[src/rtl/rmii_tx_pkg.sv]
`timescale 1ns/1ps
package rmii_tx_pkg;

    // Frame layout, in bytes
    localparam int PRE_BYTES       = 8;
    localparam int MAC_BYTES       = 6;
    localparam int TYPE_BYTES      = 2;
    localparam int PAYLOAD_BYTES   = 46;
    localparam int RESP_BYTES      = 5;
    localparam int FCS_BYTES       = 4;
    localparam int DIBITS_PER_BYTE = 4;

    localparam int DST_POS     = PRE_BYTES;
    localparam int SRC_POS     = DST_POS + MAC_BYTES;
    localparam int TYPE_POS    = SRC_POS + MAC_BYTES;
    localparam int PAY_POS     = TYPE_POS + TYPE_BYTES;
    localparam int FCS_POS     = PAY_POS + PAYLOAD_BYTES;
    localparam int FRAME_BYTES = FCS_POS + FCS_BYTES;
    localparam int FRAME_CLKS  = FRAME_BYTES * DIBITS_PER_BYTE;
    localparam int IDX_W       = $clog2(FRAME_BYTES);

    localparam logic [7:0]  PRE_OCTET = 8'h55;
    localparam logic [7:0]  SFD_OCTET = 8'hD5;
    localparam logic [31:0] CRC_POLY  = 32'hEDB88320;
    localparam logic [31:0] CRC_SEED  = 32'hFFFF_FFFF;

    typedef enum logic [1:0] {
        ST_IDLE = 2'd0,
        ST_SEND = 2'd1,
        ST_GAP  = 2'd2
    } tx_state_e;

    typedef struct packed {
        logic [15:0] addr;
        logic [15:0] data;
    } resp_word_t;

    // One byte step of the reflected CRC-32
    function automatic logic [31:0] crc32_byte(input logic [31:0] crc_in,
                                               input logic [7:0]  octet);
        logic [31:0] c;
        logic        fb;
        c = crc_in;
        for (int i = 0; i < 8; i++) begin
            fb = c[0] ^ octet[i];
            c  = c >> 1;
            if (fb) c = c ^ CRC_POLY;
        end
        return c;
    endfunction

    // Byte at a position before the check sequence
    function automatic logic [7:0] frame_byte(input int unsigned pos,
                                              input logic [47:0] dst,
                                              input logic [47:0] src,
                                              input logic [15:0] etype,
                                              input logic [7:0]  opc,
                                              input resp_word_t  w);
        logic [7:0] b;
        b = 8'h00;
        if (pos < PRE_BYTES - 1)
            b = PRE_OCTET;
        else if (pos == PRE_BYTES - 1)
            b = SFD_OCTET;
        else if (pos < SRC_POS)
            b = 8'(dst >> (8 * (SRC_POS - 1 - pos)));
        else if (pos < TYPE_POS)
            b = 8'(src >> (8 * (TYPE_POS - 1 - pos)));
        else if (pos < PAY_POS)
            b = 8'(etype >> (8 * (PAY_POS - 1 - pos)));
        else begin
            case (pos - PAY_POS)
                0:       b = opc;
                1:       b = w.addr[15:8];
                2:       b = w.addr[7:0];
                3:       b = w.data[15:8];
                4:       b = w.data[7:0];
                default: b = 8'h00;
            endcase
        end
        return b;
    endfunction

endpackage

[src/rtl/rmii_tx_hold.sv]
`timescale 1ns/1ps
module rmii_tx_hold
    import rmii_tx_pkg::*;
(
    input  logic       clk,
    input  logic       rst,
    input  logic       start,
    input  resp_word_t op_new,
    input  logic       take,
    output logic       req,
    output resp_word_t op_out
);

    logic       pend_q;
    resp_word_t held_q;

    assign req    = start | pend_q;
    assign op_out = start ? op_new : held_q;

    always_ff @(posedge clk) begin
        if (rst) begin
            pend_q <= 1'b0;
            held_q <= '0;
        end else begin
            if (start) held_q <= op_new;
            if (take)
                pend_q <= 1'b0;
            else if (start)
                pend_q <= 1'b1;
        end
    end

endmodule

[src/rtl/rmii_tx_seq.sv]
`timescale 1ns/1ps
module rmii_tx_seq
    import rmii_tx_pkg::*;
#(
    parameter int IFG_CLKS = 48
) (
    input  logic             clk,
    input  logic             rst,
    input  logic             req,
    input  resp_word_t       op_in,
    output logic             take,
    output tx_state_e        state,
    output logic [IDX_W-1:0] byte_idx,
    output logic [1:0]       dibit,
    output logic             byte_last,
    output resp_word_t       frame_op
);

    localparam int GAP_W = $clog2(IFG_CLKS + 1);

    logic [GAP_W-1:0] gap_cnt;
    logic             gap_last;
    logic             frame_last;

    assign byte_last  = (dibit == 2'(DIBITS_PER_BYTE - 1));
    assign frame_last = (byte_idx == IDX_W'(FRAME_BYTES - 1));
    assign gap_last   = (gap_cnt == GAP_W'(IFG_CLKS - 1));
    assign take       = req && ((state == ST_IDLE) ||
                                (state == ST_GAP && gap_last));

    always_ff @(posedge clk) begin
        if (rst) begin
            state    <= ST_IDLE;
            byte_idx <= '0;
            dibit    <= '0;
            gap_cnt  <= '0;
            frame_op <= '0;
        end else if (take) begin
            state    <= ST_SEND;
            byte_idx <= '0;
            dibit    <= '0;
            gap_cnt  <= '0;
            frame_op <= op_in;
        end else begin
            case (state)
                ST_SEND: begin
                    dibit <= dibit + 2'd1;
                    if (byte_last) begin
                        if (frame_last) begin
                            state   <= ST_GAP;
                            gap_cnt <= '0;
                        end else begin
                            byte_idx <= byte_idx + 1'b1;
                        end
                    end
                end
                ST_GAP: begin
                    if (gap_last) state <= ST_IDLE;
                    else          gap_cnt <= gap_cnt + 1'b1;
                end
                default: ;
            endcase
        end
    end

endmodule

[src/rtl/rmii_tx_crc.sv]
`timescale 1ns/1ps
module rmii_tx_crc
    import rmii_tx_pkg::*;
(
    input  logic        clk,
    input  logic        rst,
    input  logic        init,
    input  logic        step,
    input  logic [7:0]  octet,
    output logic [31:0] crc
);

    always_ff @(posedge clk) begin
        if (rst || init)
            crc <= CRC_SEED;
        else if (step)
            crc <= crc32_byte(crc, octet);
    end

endmodule

[src/rtl/rmii_tx_bytemux.sv]
`timescale 1ns/1ps
module rmii_tx_bytemux
    import rmii_tx_pkg::*;
#(
    parameter logic [47:0] DST_MAC   = 48'h0,
    parameter logic [47:0] SRC_MAC   = 48'h0,
    parameter logic [15:0] ETHERTYPE = 16'h88B5,
    parameter logic [7:0]  RESP_OP   = 8'h01
) (
    input  logic [IDX_W-1:0] byte_idx,
    input  resp_word_t       frame_op,
    input  logic [31:0]      crc,
    output logic [7:0]       octet
);

    logic [7:0]       tbl [FCS_POS];
    logic [IDX_W-1:0] fcs_off;
    logic [31:0]      fcs_val;

    for (genvar g = 0; g < FCS_POS; g++) begin : g_tbl
        assign tbl[g] = frame_byte(g, DST_MAC, SRC_MAC, ETHERTYPE, RESP_OP, frame_op);
    end

    assign fcs_off = byte_idx - IDX_W'(FCS_POS);
    assign fcs_val = ~crc;

    always_comb begin
        if (byte_idx < IDX_W'(FCS_POS))
            octet = tbl[byte_idx];
        else
            octet = 8'(fcs_val >> {fcs_off[1:0], 3'b000});
    end

endmodule

[src/rtl/rmii_resp_tx.sv]
`timescale 1ns/1ps
module rmii_resp_tx
    import rmii_tx_pkg::*;
#(
    parameter logic [47:0] DST_MAC   = 48'h02_00_00_00_00_01,
    parameter logic [47:0] SRC_MAC   = 48'h02_00_00_00_00_02,
    parameter logic [15:0] ETHERTYPE = 16'h88B5,
    parameter logic [7:0]  RESP_OP   = 8'h01,
    parameter int          IFG_CLKS  = 48
) (
    input  logic        clk,
    input  logic        rst,
    input  logic        start,
    input  logic [15:0] rd_addr,
    input  logic [15:0] rd_data,
    output logic        tx_en,
    output logic [1:0]  txd,
    output logic        busy
);

    resp_word_t       op_new, op_sel, frame_op;
    logic             req, take, byte_last, crc_step;
    tx_state_e        state;
    logic [IDX_W-1:0] byte_idx;
    logic [1:0]       dibit;
    logic [31:0]      crc;
    logic [7:0]       octet;

    assign op_new = '{addr: rd_addr, data: rd_data};

    rmii_tx_hold u_hold (
        .clk    (clk),
        .rst    (rst),
        .start  (start),
        .op_new (op_new),
        .take   (take),
        .req    (req),
        .op_out (op_sel)
    );

    rmii_tx_seq #(.IFG_CLKS(IFG_CLKS)) u_seq (
        .clk       (clk),
        .rst       (rst),
        .req       (req),
        .op_in     (op_sel),
        .take      (take),
        .state     (state),
        .byte_idx  (byte_idx),
        .dibit     (dibit),
        .byte_last (byte_last),
        .frame_op  (frame_op)
    );

    assign crc_step = (state == ST_SEND) && byte_last &&
                      (byte_idx >= IDX_W'(DST_POS)) &&
                      (byte_idx <  IDX_W'(FCS_POS));

    rmii_tx_crc u_crc (
        .clk   (clk),
        .rst   (rst),
        .init  (take),
        .step  (crc_step),
        .octet (octet),
        .crc   (crc)
    );

    rmii_tx_bytemux #(
        .DST_MAC   (DST_MAC),
        .SRC_MAC   (SRC_MAC),
        .ETHERTYPE (ETHERTYPE),
        .RESP_OP   (RESP_OP)
    ) u_mux (
        .byte_idx (byte_idx),
        .frame_op (frame_op),
        .crc      (crc),
        .octet    (octet)
    );

    assign tx_en = (state == ST_SEND);
    assign txd   = tx_en ? octet[{dibit, 1'b0} +: 2] : 2'b00;
    assign busy  = (state != ST_IDLE);

endmodule

[config.mk]
export PLATFORM = sky130hd
export DESIGN_NAME = rmii_resp_tx
export DESIGN_NICKNAME = d
export VERILOG_FILES = /design/src/rtl/rmii_tx_pkg.sv /design/src/rtl/rmii_tx_hold.sv /design/src/rtl/rmii_tx_seq.sv /design/src/rtl/rmii_tx_crc.sv /design/src/rtl/rmii_tx_bytemux.sv /design/src/rtl/rmii_resp_tx.sv
export SDC_FILE = /design/constraint.sdc
export NUM_CORES = 1
export LEC_CHECK = 0
export ABC_AREA = 0
export BUFFER_PORTS_ARGS = -buffer_cell sky130_fd_sc_hd__buf_4
export CORE_UTILIZATION = 65
export CTS_CLUSTER_SIZE = 30
export DETAILED_ROUTE_END_ITERATION = 16
export HOLD_SLACK_MARGIN = 0.06
export PLACE_DENSITY = 0.92
export SLEW_MARGIN = 20
export SYNTH_ARGS = -nofsm -noshare
export SYNTH_HDL_FRONTEND = slang
export SYNTH_HIERARCHICAL = 1
export SYNTH_SLANG_ARGS = --single-unit
[constraint.sdc]
create_clock -name clk -period 7.9 [get_ports clk]
set_input_delay 2.37 -clock clk [delete_from_list [all_inputs] [get_ports clk]]
set_output_delay 2.37 -clock clk [all_outputs]
set_load 0.05 [all_outputs]
# Word-level counts from Yosys, hierarchy flattened
# Index checks and enable logic that the tools add are counted.
# classes
n_eq_ne,12
shifts,2
bitwise_logic,20
n_reduce_logical,16
muxes,37
addsub,4
order_cmp,3
# ops
op,count
$mux W32,23
$not A13 Y14,8
$bmux W8 S7,1
$not A32 Y32,1
$shr A32 B5 Y8,1
$mux W8,3
$mux W6,3
$pmux W6 S2,1
$reduce_and A4 Y1,3
$ne A3 B1 Y1 const B,3
$ge A8 B8 Y1 const B,1
$mux W2,4
$not A7 Y8,1
$shiftx A8 B4 Y2,1
$xor A1 B1 Y1,8
$add A7 B1 Y7 const B,1
$eq A7 B7 Y1 const B,1
$ge A7 B4 Y1 const B,1
$lt A7 B7 Y1 const B,1
$add A6 B1 Y6 const B,1
$eq A6 B6 Y1 const B,1
$ne A2 B1 Y1 const B,3
$logic_and A1 B1 Y1,5
$eq A2 B2 Y1 const B,2
other kinds (14),16
# totals
input_bits,35
out_inout_bits,4
elab_cells,105
regBits,114

# Logic depth before layout (Yosys ltp)
# logic_depth
word_depth,35
depth_mapped,11
mapped_depth_nobuf,9

# Hierarchy
# The synthesis kept the hierarchy.
# by_module_without_submodules
mod,seq_area_each_um2,cells_per_inst,area_per_inst_um2,instances
rmii_tx_seq,980.9,244,2045.7,1
rmii_tx_crc,640.6,194,1851.8,1
rmii_tx_hold,660.6,106,1400.1,1
rmii_tx_bytemux,0.0,93,804.5,1
rmii_resp_tx,0.0,11,105.1,1

# Worst setup path before layout
# Ideal clock, no wire load.
# synth_timing
kind,register -> output
startpoint,register u_seq.byte_idx[4]
endpoint,output port txd[1]
path_buffers,1
path_stages_with_launch,8
setup_slack_ns,3.253
t_arrival_ns,2.277
required_ns,5.530
cell_sequence,dfxtp_1 -> buf_2 -> inv_1 -> nor4b_2 -> a311oi_1 -> o32ai_1 -> mux4_1 -> and2_1
# synth_via
elab_chain_len,7
elab_cells_between_ends,8
cone_classes,1 x order compare; 1 x shift; 5 x mux; 1 x bitwise
# synth_lines
item,line,text
start: declaration,rmii_tx_seq.sv:13,"output logic [IDX_W-1:0] byte_idx,"
start signal: assignment,rmii_tx_seq.sv:53,byte_idx <= byte_idx + 1'b1;
$not A7 Y8 (not written as such),rmii_tx_bytemux.sv:29,octet = tbl[byte_idx];
$bmux W8 S7,rmii_tx_bytemux.sv:29,
$mux W8 (not written as such) (2 in series),rmii_tx_bytemux.sv:29,
$mux W8 (*),rmii_tx_bytemux.sv:28,if (byte_idx < IDX_W'(FCS_POS))
net octet[1],rmii_resp_tx.sv:27,logic [7:0] octet;
$shiftx A8 B4 Y2 (*),rmii_resp_tx.sv:80,"assign txd = tx_en ? octet[{dibit, 1'b0} +: 2] : 2'b00;"
$mux W2 (*),rmii_resp_tx.sv:80,
end: declaration,rmii_resp_tx.sv:17,"output logic [1:0] txd,"
# Mark *: on every way through the listed nets, which the timed path passes. The rest lies on a longest branch. The select of a mux whose other input is x is not followed.

# Final worst setup path
# layout_timing
startpoint,register u_seq.byte_idx[3]
endpoint,output port txd[1]
# The elaborated chain is that of the path after synthesis.

==> impl_metrics.json <==
{
  "fillers": 558,
  "synth_cells": 648,
  "critPathLaunchType": "register",
  "hold_class": "register to register",
  "yosys_most_used_dff": "dfxtp_1",
  "cts.sinks": 114,
  "synth.most_common_cell": "dfxtp_1",
  "relSlewSlack_pct": 35.5,
  "synth_top_area_share_pct": 36.8,
  "synth_area_um2": 6210,
  "dr.pass1.iters": 5,
  "dp_cells": 780,
  "drc": 0,
  "syn_area_per_cell_um2": 9.58,
  "grt_pass1_wl_mm": 25.2,
  "clk_pin_slew_ps": 60,
  "period_share_pct": 73.0,
  "core_area_um2": 9240,
  "criticalPathCategory": "register to output pin",
  "grt_pass1_vias": 4960,
  "drtIter0Drc": 568,
  "synth_area_leaders": "dfxtp_1 (37%), mux2_4 (7.0%), xnor2_1 (5.4%), nand2_1 (5.3%), a21oi_1 (4.0%)",
  "ys_ff_latch": 114,
  "io_buffers": 38,
  "crit_arrival_ps": 3390,
  "die_area_um2": 9940,
  "vias": 5069,
  "p_seq_share_pct": 41.3,
  "ant_nets": 0,
  "tns_ps": 0,
  "place.gp.congestion": 0.872,
  "syn_to_final_growth_pct": 13.0,
  "holdBufCountCts": 0,
  "final_max_slew_viol_count": 0,
  "finish.net_count": 708,
  "vias_per_cell": 6.24,
  "power_switching_uw": 392,
  "clk_latency_ps": 530,
  "swShare_pct": 26.7,
  "dieHeight_um": 99.7,
  "status": "finished, final reports clean",
  "synth_seq_area_share_pct": 36.8,
  "cts_tree": "done",
  "hold_violations": 0,
  "die_w_um": 99.7,
  "fin_cells": 812,
  "final_core_util_pct": 75.9,
  "synthTopCellsByCount": "dfxtp_1 (114), nand2_1 (88), a21oi_1 (49)",
  "cts_resized": 0,
  "h-tree-depth": 4,
  "antenna_found_initial": 0,
  "drive_gt1_share_pct": 21.2,
  "overflow": 0,
  "worst_pin_slew_ps": 966,
  "initial_core_util_pct": 67.2,
  "clockPowerShare_pct": 51.3,
  "ioPinCount": 39,
  "worst_ir_drop_vdd_mv": 0.162,
  "power.share.combinational_pct": 7.4,
  "met2_wirelength_mm": 7.70,
  "cts_setup_buffers": 0,
  "p_per_area_nw_per_um2": 210,
  "grt_max_degree": 71,
  "drt-wirelength-per-cell_um": 19.0,
  "routed.top_layer": "met4",
  "setup_viol": 0,
  "internal-power_uw": 1080,
  "rsz0062_at_grt": "no",
  "cap_violations": 0,
  "crit_path_max_fanout": 24,
  "power_leakage_uw": 0.00270,
  "synth_edf_count": 0,
  "synth_cell_types": 65,
  "dr_wl_met3_mm": 1.01,
  "groute.usage.overall_pct": 32.9,
  "end_kind": "output pin",
  "synth_largest_area_cell": "dfxtp_1",
  "wirelength_mm": 15.4,
  "clock_path_buffers": 2,
  "yosys_warnings": 6,
  "antennaDiodeCount": 0,
  "synthArstFlopShare_pct": 0,
  "numCtsBuffers": 17,
  "hpwl_mm": 9.20,
  "rows": 35,
  "fmax_mhz": 173,
  "crit_required_ps": 5530,
  "fin_crit_ps": 5760,
  "wl_met1_mm": 6.11,
  "cts_root_buffer": "clkbuf_8",
  "fin_skew_ps": 10.0,
  "synth_nets": 686
}
## power groups by stage
stage / logic [uW] / registers, uW / clock network [uW]
detailed placement: 103 / 620 / 0
global route: 116 / 610 / 784
global placement: 99.5 / 619 / 0
floorplan: 80.5 / 615 / 0
CTS: 107 / 608 / 757
finish: 108 / 608 / 755
## kinds of logic after synthesis
group | Yosys count | synth area share (%)
muxes | 53 | 13.3
AOI/OAI and AO/OA | 122 | 12.2
xor gates and xnor gates | 76 | 13.5
and+or+nand+nor | 234 | 19.1
DFF | 114 | 36.8
buffers and inverters | 46 | 4.47
adders and majority gates | 3 | 0.605
## layout make-up
| type | instances | area, um2 | area share (%) |
|---|---|---|---|
| flip-flops and latches | 114 | 2280 | 32.6 |
| well taps | 129 | 161 | 2.30 |
| clock buffers | 17 | 414 | 5.91 |
| multi-input cells | 488 | 3650 | 52.0 |
| repair buffers | 43 | 323 | 4.60 |
| clock inverters | 15 | 160 | 2.28 |
| inverters | 6 | 22.5 | 0.321 |
## cell usage in the layout (no fill, tap or decap), drive strengths merged, types with 17 or more instances in the layout
master,n
a21oi,49
buf,43
clkbuf,17
dfxtp,114
inv,17
mux2,32
nand2,90
nor2,43
nor2b,35
o21ai,32
xnor2,52
xor2,20
## worst paths after layout
| check | startpoint | endpoint | slack (ps) | cells after the start |
|---|---|---|---|---|
| worst max-delay path | u_seq/byte_idx[3] | txd[1] | 2140 | 7 |
| worst min-delay path | u_seq/frame_op[16] | u_seq/frame_op[16] | 460 | 2 |
| worst max register to register | u_seq/byte_idx[3] | u_crc/crc[5] | 4130 | 9 |
| worst min register to register | u_seq/frame_op[16] | u_seq/frame_op[16] | 460 | 2 |
## state kept, by name, indices dropped and copies added, names as in the netlist
register,flops
u_hold/pend_q,1
u_seq/frame_op,32
u_seq/byte_idx,7
u_seq/state,2
u_seq/gap_cnt,6
u_hold/held_q,32
u_crc/crc,32
u_seq/dibit,2
## per-stage QoR
step | setup WS [ps] | total power, uW | cell area [um2] | hold WS (ps)
after floorplan | 3250 | 696 | 6210 | 431
after global placement | 2550 | 719 | 6440 | 444
after detailed placement | 2460 | 723 | 6440 | 447
after CTS | 1830 | 1470 | 7010 | 456
after global routing | 1970 | 1510 | 7010 | 476
final | 2140 | 1470 | 7010 | 461
## critical path, stage by stage (launching register included)
cell      delay (ps)
dfxtp_1          960
nand2b_1         240
nor3_1           240
a311oi_1          90
o32ai_1          640
mux4_1           380
and2_1           130
buf_4            190
## metal layers
| layer | GRT usage, % | up-vias |
|---|---|---|
| li1 | - | 2283 |
| met1 | 39.8 | 2433 |
| met2 | 55.2 | 277 |
| met3 | 6.47 | 76 |
| met4 | 17.8 | 0 |
| met5 | 0 | - |
No activity file was read; power rests on OpenSTA's default activity.
